<file path="config.mk">
export PLATFORM = sky130hd
export DESIGN_NAME = pkt_hdr_parser
export DESIGN_NICKNAME = d
export VERILOG_FILES = /design/src/rtl/hdr_pkg.sv /design/src/rtl/hdr_shift.sv /design/src/rtl/hdr_stream_delay.sv /design/src/rtl/hdr_parse_fsm.sv /design/src/rtl/pkt_hdr_parser.sv
export SDC_FILE = /design/constraint.sdc
export NUM_CORES = 1
export LEC_CHECK = 0
export BUFFER_PORTS_ARGS = -buffer_cell sky130_fd_sc_hd__buf_2
export CELL_PAD_IN_SITES_DETAIL_PLACEMENT = 1
export CELL_PAD_IN_SITES_GLOBAL_PLACEMENT = 2
export CORE_AREA = 3 3 449 451
export DETAILED_ROUTE_END_ITERATION = 8
export DIE_AREA = 0 0 452 454
export GPL_ROUTABILITY_DRIVEN = 0
export GPL_TIMING_DRIVEN = 0
export PLACE_DENSITY_LB_ADDON = 0.1
export SLEW_MARGIN = 20
export SYNTH_ARGS = -nofsm -noshare
export SYNTH_HDL_FRONTEND = slang
export SYNTH_SLANG_ARGS = --single-unit
</file>
<file path="constraint.sdc">
create_clock -name clk -period 36.8 [get_ports clk]
set_clock_uncertainty 0.15 [all_clocks]
set_input_delay 5.52 -clock clk [delete_from_list [all_inputs] [get_ports clk]]
set_output_delay 5.52 -clock clk [all_outputs]
set_load 0.01 [all_outputs]
</file>
<file path="src/rtl/hdr_pkg.sv">
package hdr_pkg;

    // Fixed header sizes in bytes
    localparam int ETH_BYTES = 14;
    localparam int IP4_BYTES = 20;
    localparam int IP6_BYTES = 40;
    localparam int TCP_BYTES = 20;
    localparam int UDP_BYTES = 8;

    localparam int ETH_W = ETH_BYTES * 8;
    localparam int IP4_W = IP4_BYTES * 8;
    localparam int IP6_W = IP6_BYTES * 8;
    localparam int TCP_W = TCP_BYTES * 8;
    localparam int UDP_W = UDP_BYTES * 8;

    // Layer index for flag vectors
    localparam int H_ETH = 0;
    localparam int H_IP4 = 1;
    localparam int H_IP6 = 2;
    localparam int H_TCP = 3;
    localparam int H_UDP = 4;
    localparam int NHDR  = 5;

    localparam logic [15:0] TYPE_IPV4 = 16'h0800;
    localparam logic [15:0] TYPE_IPV6 = 16'h86DD;
    localparam logic [7:0]  PROTO_TCP = 8'd6;
    localparam logic [7:0]  PROTO_UDP = 8'd17;

    typedef enum logic [2:0] {
        ST_IDLE,
        ST_ETH,
        ST_IP4,
        ST_IP6,
        ST_TCP,
        ST_UDP,
        ST_SKIP
    } pst_t;

    function automatic logic [5:0] hdr_len(pst_t s);
        case (s)
            ST_ETH:  return 6'(ETH_BYTES);
            ST_IP4:  return 6'(IP4_BYTES);
            ST_IP6:  return 6'(IP6_BYTES);
            ST_TCP:  return 6'(TCP_BYTES);
            ST_UDP:  return 6'(UDP_BYTES);
            default: return 6'd1;
        endcase
    endfunction

endpackage

</file>
<file path="src/rtl/hdr_shift.sv">
// Byte shift register that captures one header, first byte ending up most significant.
module hdr_shift #(
    parameter int NBYTES = 14,
    localparam int W = NBYTES * 8
) (
    input  logic         clk,
    input  logic         en,
    input  logic [7:0]   din,
    output logic [W-1:0] q
);

    always_ff @(posedge clk) begin
        if (en) begin
            q <= {q[W-9:0], din};
        end
    end

endmodule

</file>
<file path="src/rtl/hdr_stream_delay.sv">
// One register stage for the forwarded frame bytes.
module hdr_stream_delay #(
    parameter int DW = 8
) (
    input  logic          clk,
    input  logic          rst,
    input  logic          i_valid,
    input  logic [DW-1:0] i_data,
    input  logic          i_sof,
    input  logic          i_eof,
    output logic          o_valid,
    output logic [DW-1:0] o_data,
    output logic          o_sof,
    output logic          o_eof
);

    always_ff @(posedge clk) begin
        if (rst) begin
            o_valid <= 1'b0;
            o_sof   <= 1'b0;
            o_eof   <= 1'b0;
            o_data  <= '0;
        end else begin
            o_valid <= i_valid;
            o_sof   <= i_sof;
            o_eof   <= i_eof;
            o_data  <= i_data;
        end
    end

endmodule

</file>
<file path="src/rtl/hdr_parse_fsm.sv">
// Parse-graph controller: walks the header chain one byte per beat.
module hdr_parse_fsm
    import hdr_pkg::*;
#(
    parameter int DEPTH_BYTES = 1518,
    localparam int POS_W = $clog2(DEPTH_BYTES + 1)
) (
    input  logic            clk,
    input  logic            rst,
    input  logic            beat,
    input  logic            sof,
    input  logic            eof,
    input  logic [15:0]     eth_type,
    input  logic [7:0]      ip4_proto,
    input  logic [7:0]      ip6_nh,
    output logic [NHDR-1:0] shift_en,
    output logic [NHDR-1:0] hdr_done,
    output logic            frame_start,
    output logic            publish,
    output logic            trunc_evt,
    output logic            depth_evt
);

    pst_t             st, st_n, cur_st, nxt_hdr;
    logic [5:0]       cnt, cnt_n, cur_cnt;
    logic [POS_W-1:0] pos, pos_n, cur_pos;
    logic             active, last, chained, at_cap;

    // Decode and next-state process
    always_comb begin
        frame_start = beat & sof;
        cur_st  = frame_start ? ST_ETH : st;
        cur_cnt = frame_start ? 6'd0 : cnt;
        cur_pos = frame_start ? '0 : pos;

        active = beat & (cur_st inside {ST_ETH, ST_IP4, ST_IP6, ST_TCP, ST_UDP});
        last   = active & (cur_cnt == hdr_len(cur_st) - 6'd1);

        nxt_hdr = ST_SKIP;
        unique case (cur_st)
            ST_ETH: begin
                if (eth_type == TYPE_IPV4)      nxt_hdr = ST_IP4;
                else if (eth_type == TYPE_IPV6) nxt_hdr = ST_IP6;
            end
            ST_IP4: begin
                if (ip4_proto == PROTO_TCP)      nxt_hdr = ST_TCP;
                else if (ip4_proto == PROTO_UDP) nxt_hdr = ST_UDP;
            end
            ST_IP6: begin
                if (ip6_nh == PROTO_TCP)      nxt_hdr = ST_TCP;
                else if (ip6_nh == PROTO_UDP) nxt_hdr = ST_UDP;
            end
            default: nxt_hdr = ST_SKIP;
        endcase

        chained   = last & (nxt_hdr != ST_SKIP);
        at_cap    = active & (cur_pos == POS_W'(DEPTH_BYTES - 1));
        depth_evt = at_cap & (~last | chained);
        trunc_evt = active & eof & ~depth_evt & (~last | chained);
        publish   = active & ((last & ~chained) | depth_evt | eof);

        st_n  = st;
        cnt_n = cnt;
        pos_n = pos;
        if (publish) begin
            st_n  = eof ? ST_IDLE : ST_SKIP;
            cnt_n = 6'd0;
        end else if (last) begin
            st_n  = nxt_hdr;
            cnt_n = 6'd0;
            pos_n = cur_pos + POS_W'(1);
        end else if (active) begin
            st_n  = cur_st;
            cnt_n = cur_cnt + 6'd1;
            pos_n = cur_pos + POS_W'(1);
        end else if (beat & eof & (st == ST_SKIP)) begin
            st_n = ST_IDLE;
        end
    end

    // State register process
    always_ff @(posedge clk) begin
        if (rst) begin
            st  <= ST_IDLE;
            cnt <= 6'd0;
            pos <= '0;
        end else begin
            st  <= st_n;
            cnt <= cnt_n;
            pos <= pos_n;
        end
    end

    // Output process: per-layer shift enables and completion strobes
    always_comb begin
        shift_en = '0;
        if (active) begin
            unique case (cur_st)
                ST_ETH:  shift_en[H_ETH] = 1'b1;
                ST_IP4:  shift_en[H_IP4] = 1'b1;
                ST_IP6:  shift_en[H_IP6] = 1'b1;
                ST_TCP:  shift_en[H_TCP] = 1'b1;
                ST_UDP:  shift_en[H_UDP] = 1'b1;
                default: shift_en = '0;
            endcase
        end
        hdr_done = last ? shift_en : '0;
    end

    AST_CNT_BOUND: assert property (@(posedge clk) disable iff (rst)
        (st inside {ST_ETH, ST_IP4, ST_IP6, ST_TCP, ST_UDP}) |-> (cnt < hdr_len(st)))
        else $error("byte count ran past header length");

    AST_POS_BOUND: assert property (@(posedge clk) disable iff (rst)
        (st inside {ST_ETH, ST_IP4, ST_IP6, ST_TCP, ST_UDP}) |-> (pos < POS_W'(DEPTH_BYTES)))
        else $error("header walk passed depth limit");

endmodule

</file>
<file path="src/rtl/pkt_hdr_parser.sv">
module pkt_hdr_parser
    import hdr_pkg::*;
#(
    parameter int PARSE_DEPTH_BITS = 12144,
    localparam int DEPTH_BYTES = PARSE_DEPTH_BITS / 8
) (
    input  logic             clk,
    input  logic             rst,
    input  logic             in_valid,
    input  logic [7:0]       in_data,
    input  logic             in_sof,
    input  logic             in_eof,
    output logic             out_valid,
    output logic [7:0]       out_data,
    output logic             out_sof,
    output logic             out_eof,
    output logic             res_valid,
    output logic             res_trunc,
    output logic             res_depth,
    output logic             eth_ok,
    output logic             ip4_ok,
    output logic             ip6_ok,
    output logic             tcp_ok,
    output logic             udp_ok,
    output logic [ETH_W-1:0] eth_hdr,
    output logic [IP4_W-1:0] ip4_hdr,
    output logic [IP6_W-1:0] ip6_hdr,
    output logic [TCP_W-1:0] tcp_hdr,
    output logic [UDP_W-1:0] udp_hdr,
    output logic [7:0]       tup_proto,
    output logic [127:0]     tup_src,
    output logic [127:0]     tup_dst,
    output logic [15:0]      tup_sport,
    output logic [15:0]      tup_dport
);

    logic [NHDR-1:0] shift_en, hdr_done, hdr_ok;
    logic            frame_start, publish, trunc_evt, depth_evt;
    logic [15:0]     sel_type;
    logic [7:0]      sel_proto4, sel_nh6;
    logic            pt_armed;

    // Selector bytes as seen on the final byte of each header:
    // type is the last two bytes (one already stored, one arriving),
    // IPv4 protocol is byte 9 of 19 stored, IPv6 next header byte 6 of 39 stored.
    assign sel_type   = {eth_hdr[7:0], in_data};
    assign sel_proto4 = ip4_hdr[79:72];
    assign sel_nh6    = ip6_hdr[263:256];

    hdr_parse_fsm #(.DEPTH_BYTES(DEPTH_BYTES)) u_fsm (
        .clk        (clk),
        .rst        (rst),
        .beat       (in_valid),
        .sof        (in_sof),
        .eof        (in_eof),
        .eth_type   (sel_type),
        .ip4_proto  (sel_proto4),
        .ip6_nh     (sel_nh6),
        .shift_en   (shift_en),
        .hdr_done   (hdr_done),
        .frame_start(frame_start),
        .publish    (publish),
        .trunc_evt  (trunc_evt),
        .depth_evt  (depth_evt)
    );

    hdr_shift #(.NBYTES(ETH_BYTES)) u_eth (.clk(clk), .en(shift_en[H_ETH]), .din(in_data), .q(eth_hdr));
    hdr_shift #(.NBYTES(IP4_BYTES)) u_ip4 (.clk(clk), .en(shift_en[H_IP4]), .din(in_data), .q(ip4_hdr));
    hdr_shift #(.NBYTES(IP6_BYTES)) u_ip6 (.clk(clk), .en(shift_en[H_IP6]), .din(in_data), .q(ip6_hdr));
    hdr_shift #(.NBYTES(TCP_BYTES)) u_tcp (.clk(clk), .en(shift_en[H_TCP]), .din(in_data), .q(tcp_hdr));
    hdr_shift #(.NBYTES(UDP_BYTES)) u_udp (.clk(clk), .en(shift_en[H_UDP]), .din(in_data), .q(udp_hdr));

    hdr_stream_delay #(.DW(8)) u_pass (
        .clk    (clk),
        .rst    (rst),
        .i_valid(in_valid),
        .i_data (in_data),
        .i_sof  (in_sof),
        .i_eof  (in_eof),
        .o_valid(out_valid),
        .o_data (out_data),
        .o_sof  (out_sof),
        .o_eof  (out_eof)
    );

    always_ff @(posedge clk) begin
        if (rst) begin
            res_valid <= 1'b0;
            res_trunc <= 1'b0;
            res_depth <= 1'b0;
            hdr_ok    <= '0;
            pt_armed  <= 1'b0;
        end else begin
            pt_armed  <= 1'b1;
            res_valid <= publish;
            if (publish) begin
                res_trunc <= trunc_evt;
                res_depth <= depth_evt;
            end
            hdr_ok <= frame_start ? '0 : (hdr_ok | hdr_done);
        end
    end

    assign eth_ok = hdr_ok[H_ETH];
    assign ip4_ok = hdr_ok[H_IP4];
    assign ip6_ok = hdr_ok[H_IP6];
    assign tcp_ok = hdr_ok[H_TCP];
    assign udp_ok = hdr_ok[H_UDP];

    // Five-tuple assembly
    always_comb begin
        tup_proto = 8'd0;
        tup_src   = '0;
        tup_dst   = '0;
        tup_sport = 16'd0;
        tup_dport = 16'd0;
        if (ip4_ok) begin
            tup_proto = ip4_hdr[87:80];
            tup_src   = {96'd0, ip4_hdr[63:32]};
            tup_dst   = {96'd0, ip4_hdr[31:0]};
        end else if (ip6_ok) begin
            tup_proto = ip6_hdr[271:264];
            tup_src   = ip6_hdr[255:128];
            tup_dst   = ip6_hdr[127:0];
        end
        if (tcp_ok) begin
            tup_sport = tcp_hdr[159:144];
            tup_dport = tcp_hdr[143:128];
        end else if (udp_ok) begin
            tup_sport = udp_hdr[63:48];
            tup_dport = udp_hdr[47:32];
        end
    end

    AST_PASS_TIMING: assert property (@(posedge clk) disable iff (rst)
        pt_armed |-> (out_valid == $past(in_valid)))
        else $error("forwarded valid not one cycle behind");

    AST_RESULT_PULSE: assert property (@(posedge clk) disable iff (rst)
        res_valid |=> !res_valid)
        else $error("result strobe longer than one cycle");

    AST_RESULT_AFTER_BYTE: assert property (@(posedge clk) disable iff (rst)
        (pt_armed && res_valid) |-> $past(in_valid))
        else $error("result without an accepted byte");

    AST_ONE_IP: assert property (@(posedge clk) disable iff (rst)
        res_valid |-> !(ip4_ok && ip6_ok))
        else $error("both IP layers flagged");

    AST_IP_NEEDS_ETH: assert property (@(posedge clk) disable iff (rst)
        (res_valid && (ip4_ok || ip6_ok)) |-> eth_ok)
        else $error("IP flag without link layer");

    AST_L4_NEEDS_IP: assert property (@(posedge clk) disable iff (rst)
        (res_valid && (tcp_ok || udp_ok)) |-> ((ip4_ok || ip6_ok) && !(tcp_ok && udp_ok)))
        else $error("transport flag inconsistent");

    AST_ERR_EXCL: assert property (@(posedge clk) disable iff (rst)
        res_valid |-> !(res_trunc && res_depth))
        else $error("truncation and depth both flagged");

endmodule

</file>
[Yosys cells after proc, flatten, opt, wreduce, memory -nomap -nowiden]
Index checks and enable logic that the tools add are counted.
Storage, ports and cells
  bits in registers: 855
  logic and storage cells: 97
Operators by class
  add/subtract/negate cells: 3
  equal/unequal tests: 15
  mux-type cells: 35
  bitwise gates (word level): 21
  reduce and logical (&&, ||, !) cells: 7
Operators by type and width (count)
  $mux W128: 4
  $mux W16: 4
  $mux W11: 3
  $mux W3: 10
  $pmux W6 S4: 1
  $eq A16 B12 Y1 const B: 1
  $eq A16 B16 Y1 const B: 1
  $eq A8 B3 Y1 const B: 2
  $eq A8 B5 Y1 const B: 2
  $mux W8: 2
  $and A1 B1 Y1: 13
  $add A11 B1 Y11 const B: 1
  $eq A11 B11 Y1 const B: 1
  $mux W5: 2
  $eq A3 B3 Y1 const B: 3
  $pmux W3 S3: 1
  $add A6 B1 Y6 const B: 1
  $eq A3 B2 Y1 const B: 2
  $eq A6 B6 Y1: 1
  $mux W6: 1
  $sub A6 B1 Y6 const B: 1
  $mux W1: 5
  $or A5 B5 Y5: 1
  $reduce_bool A5 Y1: 1
  10 further kinds: 17

[Depth between registers and ports, before layout]
  depth after elaboration: 16
  mapped depth: 11
  gate-level depth less buffers: 10

[Modules after synthesis]
From an unflattened synthesis, not the netlist that was laid out.
Second synthesis, totals
  cells, all modules: 1438
  area total of the unflattened synthesis: 29305.6 sq um
Modules (own cells, without submodules)
  hdr_shift (u_ip4 ...): instances 2, cells each 160, area an instance 4804.6 sq um, seq. area each 4804.6 sq um
  hdr_shift (u_ip6): instances 1, cells each 320, area an instance 9609.2 sq um, seq. area each 9609.2 sq um
  hdr_shift (u_eth): instances 1, cells each 112, area an instance 3363.2 sq um, seq. area each 3363.2 sq um
  pkt_hdr_parser: instances 1, cells each 367, area an instance 2700.1 sq um, seq. area each 160.2 sq um
  hdr_shift (u_udp): instances 1, cells each 64, area an instance 1921.8 sq um, seq. area each 1921.8 sq um
  hdr_parse_fsm: instances 1, cells each 232, area an instance 1764.2 sq um, seq. area each 400.4 sq um
  hdr_stream_delay: instances 1, cells each 23, area an instance 337.8 sq um, seq. area each 220.2 sq um

[Worst setup path before layout]
OpenSTA, ideal clock, no wires.
  path kind: input -> register
  start: input port in_sof
  end: register u_ip4.q[0], enable pin
  setup time: 0.875 ns
  arrival: 17.078 ns
  data required time: 35.775 ns
  path slack: 18.696 ns
  stages: 5
  path buffers: 2
  path through: buf_2 and2_1 a31oi_1 clkbuf_1 nor3_1
On the way
  longest elaborated chain between the ends: 6
  elaborated cells on any way between the ends: 11
  classes of those cells: eq/ne: 5; mux: 3; bitwise: 2; reduce/logical: 1
RTL lines
  start, declared: RTL line pkt_hdr_parser.sv:11  | input logic in_sof,
  $and A1 B1 Y1 *: RTL line hdr_parse_fsm.sv:31  | frame_start = beat & sof;
  $mux W3 *: RTL line hdr_parse_fsm.sv:32  | cur_st = frame_start ? ST_ETH : st;
  $eq A3 B1 Y1 (tied with other cells): RTL line hdr_parse_fsm.sv:36  | active = beat & (cur_st inside {ST_ETH, ST_IP4, ST_IP6, ST_TCP, ST_UDP});
  $reduce_bool A5 Y1: RTL line hdr_parse_fsm.sv:36
  $and A1 B1 Y1: RTL line hdr_parse_fsm.sv:36
  $mux W5 *: RTL line hdr_parse_fsm.sv:97  | if (active) begin
  named net u_ip4.en: RTL line hdr_shift.sv:7  | input logic en,
  end signal, assigned: RTL line hdr_shift.sv:14  | q <= {q[W-9:0], din};
  end, declared: RTL line hdr_shift.sv:9  | output logic [W-1:0] q
The timed path passes the listed nets; every way through them passes the cells marked *.
A chain may end at the register's enable or synchronous reset.

[Worst setup path in the final report]
  start: register hdr_ok[2]
  end: output port tup_src[31]
On the way
  longest elaborated chain between the ends: 2
RTL lines
  start, declared: RTL line pkt_hdr_parser.sv:37  | logic [NHDR-1:0] shift_en, hdr_done, hdr_ok;
  start signal, assigned: RTL line pkt_hdr_parser.sv:100  | hdr_ok <= frame_start ? '0 : (hdr_ok | hdr_done);
  $mux W128: RTL line pkt_hdr_parser.sv:121  | end else if (ip6_ok) begin
  $mux W128: RTL line pkt_hdr_parser.sv:117  | if (ip4_ok) begin
  end, declared: RTL line pkt_hdr_parser.sv:31  | output logic [127:0] tup_src,
No other way between the ends.

==> results.yml <==
setup_path:
  r2r_end: "u_ip4.q[17]$_DFFE_PP_"
  timing.rr.start: "u_fsm.st[2]$_SDFFE_PP0P_"
  start_kind: "flop"
  slowest_stage: "clkbuf_1"
  path_class: "reg2out"
  reg2reg_slack_ns: 32.83
  cp-end-kind: "primary output"
  cp.depth: 6
  cp_num_buf_inv: 4
  crit_top_cell: "clkbuf_1"
  path_cells: "nor2b_1 -> clkbuf_2 -> clkbuf_1 -> clkbuf_1 -> a22o_1 -> buf_2"
  crit_path_max_fanout: 10
  crit_required_ns: 31.13
  setup.worst_path.end: "tup_src[31]"
  startpoint: "hdr_ok[2]$_SDFF_PP0_"
  crit_family: "buffers and inverters"
  max_stage_delay_ns: 0.75
  reg2reg_depth: 13
  crit_arrival_ns: 4.02
yosys:
  ys_async_sr_fraction_pct: 0
  ys_ff_latch: 855
  syn_inst: 1458
  yosys.area.top_type_share_pct: 83.7
  muxShareOfSynthArea_pct: 0.150
  synth_top_cell_by_area: "edfxtp_1"
  synthAdderAreaFrac_pct: 0.128
  synth_edf_count: 816
  yosysWarnings: 0
  synth_compound_area_share_pct: 5.09
  synth_top_family_by_area: "simple AND/OR/NAND/NOR gates"
  yosys.area_share.simple_pct: 7.15
  synth-xor-area-share_pct: 0.120
  synth_cell_types: 67
  synth_area_per_cell_um2: 20.1
  yosys-top-cells-area: "edfxtp_1, and2_1, a22o_1, dfxtp_1, clkbuf_1"
  netlist_area_um2: 29300
  synth_ff_type: "edfxtp_1"
  synth-seq-area-share_pct: 86.4
  syn_nets: 1474
pwr:
  power_density_nw_per_um2: 49.8
  p_int_mw: 1.64
  leakage_nw: 16.1
  swShare_pct: 22.2
  p_clk_share_pct: 48.4
  total_power_mw: 2.10
  p_comb_share_pct: 1.2
  switchingPower_mw: 0.467
  seqPwrFrac_pct: 50.4
  vdd_drop_max_mv: 0.0341
layout:
  layout-drive-gt1-share_pct: 48.5
  layout_common_cells: "buf_2, edfxtp_1, and2_1"
  nNetsFinal: 2761
  layout-area-overhead-vs-synth_pct: 44.3
  finalCoreUtilization_pct: 21.4
  layout_commonest_cell: "buf_2"
  stdcell_area_um2: 42200
grt:
  grt_pass1_wl_um: 202000
  track_usage_pct: 14.5
  grt_max_degree: 55
  antenna_found_initial: 18
  overflow: 0
  grt_pass1_vias: 20500
drt:
  drt_iter0_markers: 1661
  routedWlPerCell_um: 28.4
  postRouteAntennaNets: 0
  via_per_inst: 3.56
  drc: 0
  first_pass_iters: 5
  vias: 19500
  totalWireLength_um: 156000
clock_tree:
  cts_setup_buffers: 0
  cts-resized-gates: 0
  cts_hold_buffers: 0
  cts_buffers: 106
  clkTransAtPathRegs_ns: 0.06
  clockRootBuffer: "clkbuf_16"
  clock_latency_ns: 0.74
  cts_sinks: 855
  htreeDepth: 3
  clock_path_buffers: 3
  cts_tree: "yes"
placement:
  portBuffers: 1141
  placed_area_um2: 38900
  dpl.hpwl_um: 126000
floorplan:
  die-area_um2: 205000
  core_area_um2: 198000
  start_util_pct: 14.8
  die-height_um: 454
  die_w_um: 452
  std_cell_rows: 163
  boundaryPins: 1144
run_status:
  status: "complete, no violations"
timing:
  setup-tns-final_ns: 0
  tightest_slew_ns: 0.920
  rsz0062_at_grt: "false"
  fmax_mhz: 103
  timing.final.hold_violations: 0
  report.final.slew_viol_count: 0
  fin_crit_sh_pct: 26.3
  max_slew_margin_pct: 38.7
  finalSetupViolCount: 0
  period_minus_slack_ns: 9.69
flow_run:
  drv_cap: 0
hold_path:
  hold_depth: 0
  hold_class: "reg2reg"
power groups by stage:
stage | Sequential, mW | Clock (mW) | Combinational [mW]
2_1_floorplan | 1.08 | 0 | 0.00833
3_3_place_gp | 1.08 | 0 | 0.0256
3_5_place_dp | 1.08 | 0 | 0.0270
4_1_cts | 1.06 | 1.06 | 0.0271
5_1_grt | 1.06 | 1.10 | 0.0281
6_report | 1.06 | 1.02 | 0.0257
flip-flops by register name, indices dropped and copies added (netlist names):
signal and count:
hdr_ok 5, res_depth 1, res_trunc 1, res_valid 1, u_eth.q 112, u_fsm.cnt 6, u_fsm.pos 11, u_fsm.st 3
u_ip4.q 160, u_ip6.q 320, u_pass.o_data 8, u_pass.o_eof 1, u_pass.o_sof 1, u_pass.o_valid 1, u_tcp.q 160, u_udp.q 64
routing by layer:
layer	part of all wire, %	global-route usage [%]	vias up
met3	7.0	4.75	155
met1	38	16.2	10300
met2	53	26.6	747
met4	2.2	3.32	0
li1	-	-	8304
met5	0	0	-
how the worst min path moves through the flow:
stage	startpoint	endpoint
final	u_tcp.q[32]$_DFFE_PP_	u_tcp.q[40]$_DFFE_PP_
after global routing	u_tcp.q[32]$_DFFE_PP_	u_tcp.q[40]$_DFFE_PP_
after CTS	u_tcp.q[32]$_DFFE_PP_	u_tcp.q[40]$_DFFE_PP_
after detailed placement	u_tcp.q[120]$_DFFE_PP_	u_tcp.q[128]$_DFFE_PP_
after global placement	u_tcp.q[99]$_DFFE_PP_	u_tcp.q[107]$_DFFE_PP_
after floorplan	u_fsm.pos[10]$_SDFFE_PP0P_	u_fsm.pos[10]$_SDFFE_PP0P_
final cells by class:
cell class	instances	area [µm²]
fill	21800	155000
inverter	4	15.0
clock buffer	134	2780
buffer	61	265
antenna	4	10.0
clock inverter	62	537
multi-input combinational	538	3740
timing repair buffer	1179	6300
sequential	855	25300
tap	2640	3300
Yosys cell counts (2+ instances only):
| library cell | number |
|---|---|
| a211o_1 | 4 |
| a211oi_1 | 5 |
| a211oi_2 | 4 |
| a21o_1 | 3 |
| a21oi_1 | 19 |
| a221oi_2 | 2 |
| a22o_1 | 102 |
| a31oi_1 | 6 |
| a32o_1 | 2 |
| and2_1 | 203 |
| and3_1 | 10 |
| buf_1 | 2 |
| buf_2 | 5 |
| buf_6 | 3 |
| clkbuf_1 | 50 |
| dfxtp_1 | 39 |
| edfxtp_1 | 816 |
| ha_1 | 3 |
| inv_1 | 4 |
| mux2_1 | 2 |
| nand2_1 | 26 |
| nand2b_1 | 3 |
| nand3_1 | 10 |
| nand4_1 | 4 |
| nand4b_1 | 3 |
| nor2_1 | 30 |
| nor2b_1 | 18 |
| nor3_1 | 3 |
| nor3b_1 | 4 |
| nor4_1 | 3 |
| nor4b_1 | 2 |
| nor4bb_1 | 3 |
| o211a_1 | 2 |
| o211ai_1 | 3 |
| o21ai_0 | 15 |
| o221a_1 | 3 |
| o22ai_1 | 2 |
| or2_2 | 3 |
| or3_1 | 2 |
| or4_1 | 5 |
| or4bb_1 | 2 |
| xnor2_1 | 2 |
| xor2_1 | 2 |
cells by family after synthesis:
kind of cell	Yosys count
muxes	4
xor gates and xnor gates	4
and+or+nand+nor	345
AOI/OAI and AO/OA	182
adders and majority gates	3
buffers and inverters	65
DFF	855
metrics by stage:
| step | std cells | hold slack, ns | worst slack [ns] |
|---|---|---|---|
| after floorplan | 1458 | 0.335 | 18.70 |
| after global placement | 5239 | 0.278 | 10.34 |
| after detailed placement | 5277 | 0.280 | 27.48 |
| after CTS | 5473 | 0.289 | 26.65 |
| after global routing | 5474 | 0.298 | 26.73 |
| final | 5477 | 0.288 | 27.11 |
worst register-to-register path, cell delays in order, from the launching register on:
cell and delay, ns:
dfxtp_1 0.34, buf_6 0.15, or3_4 0.42, a31oi_1 0.27
clkbuf_1 0.66, nor3_2 0.16, buf_6 0.20, buf_4 0.20
buf_4 0.19, buf_4 0.19, buf_4 0.19, buf_4 0.19
buf_4 0.19, buf_4 0.19
No activity file was read; power rests on OpenSTA's default activity.
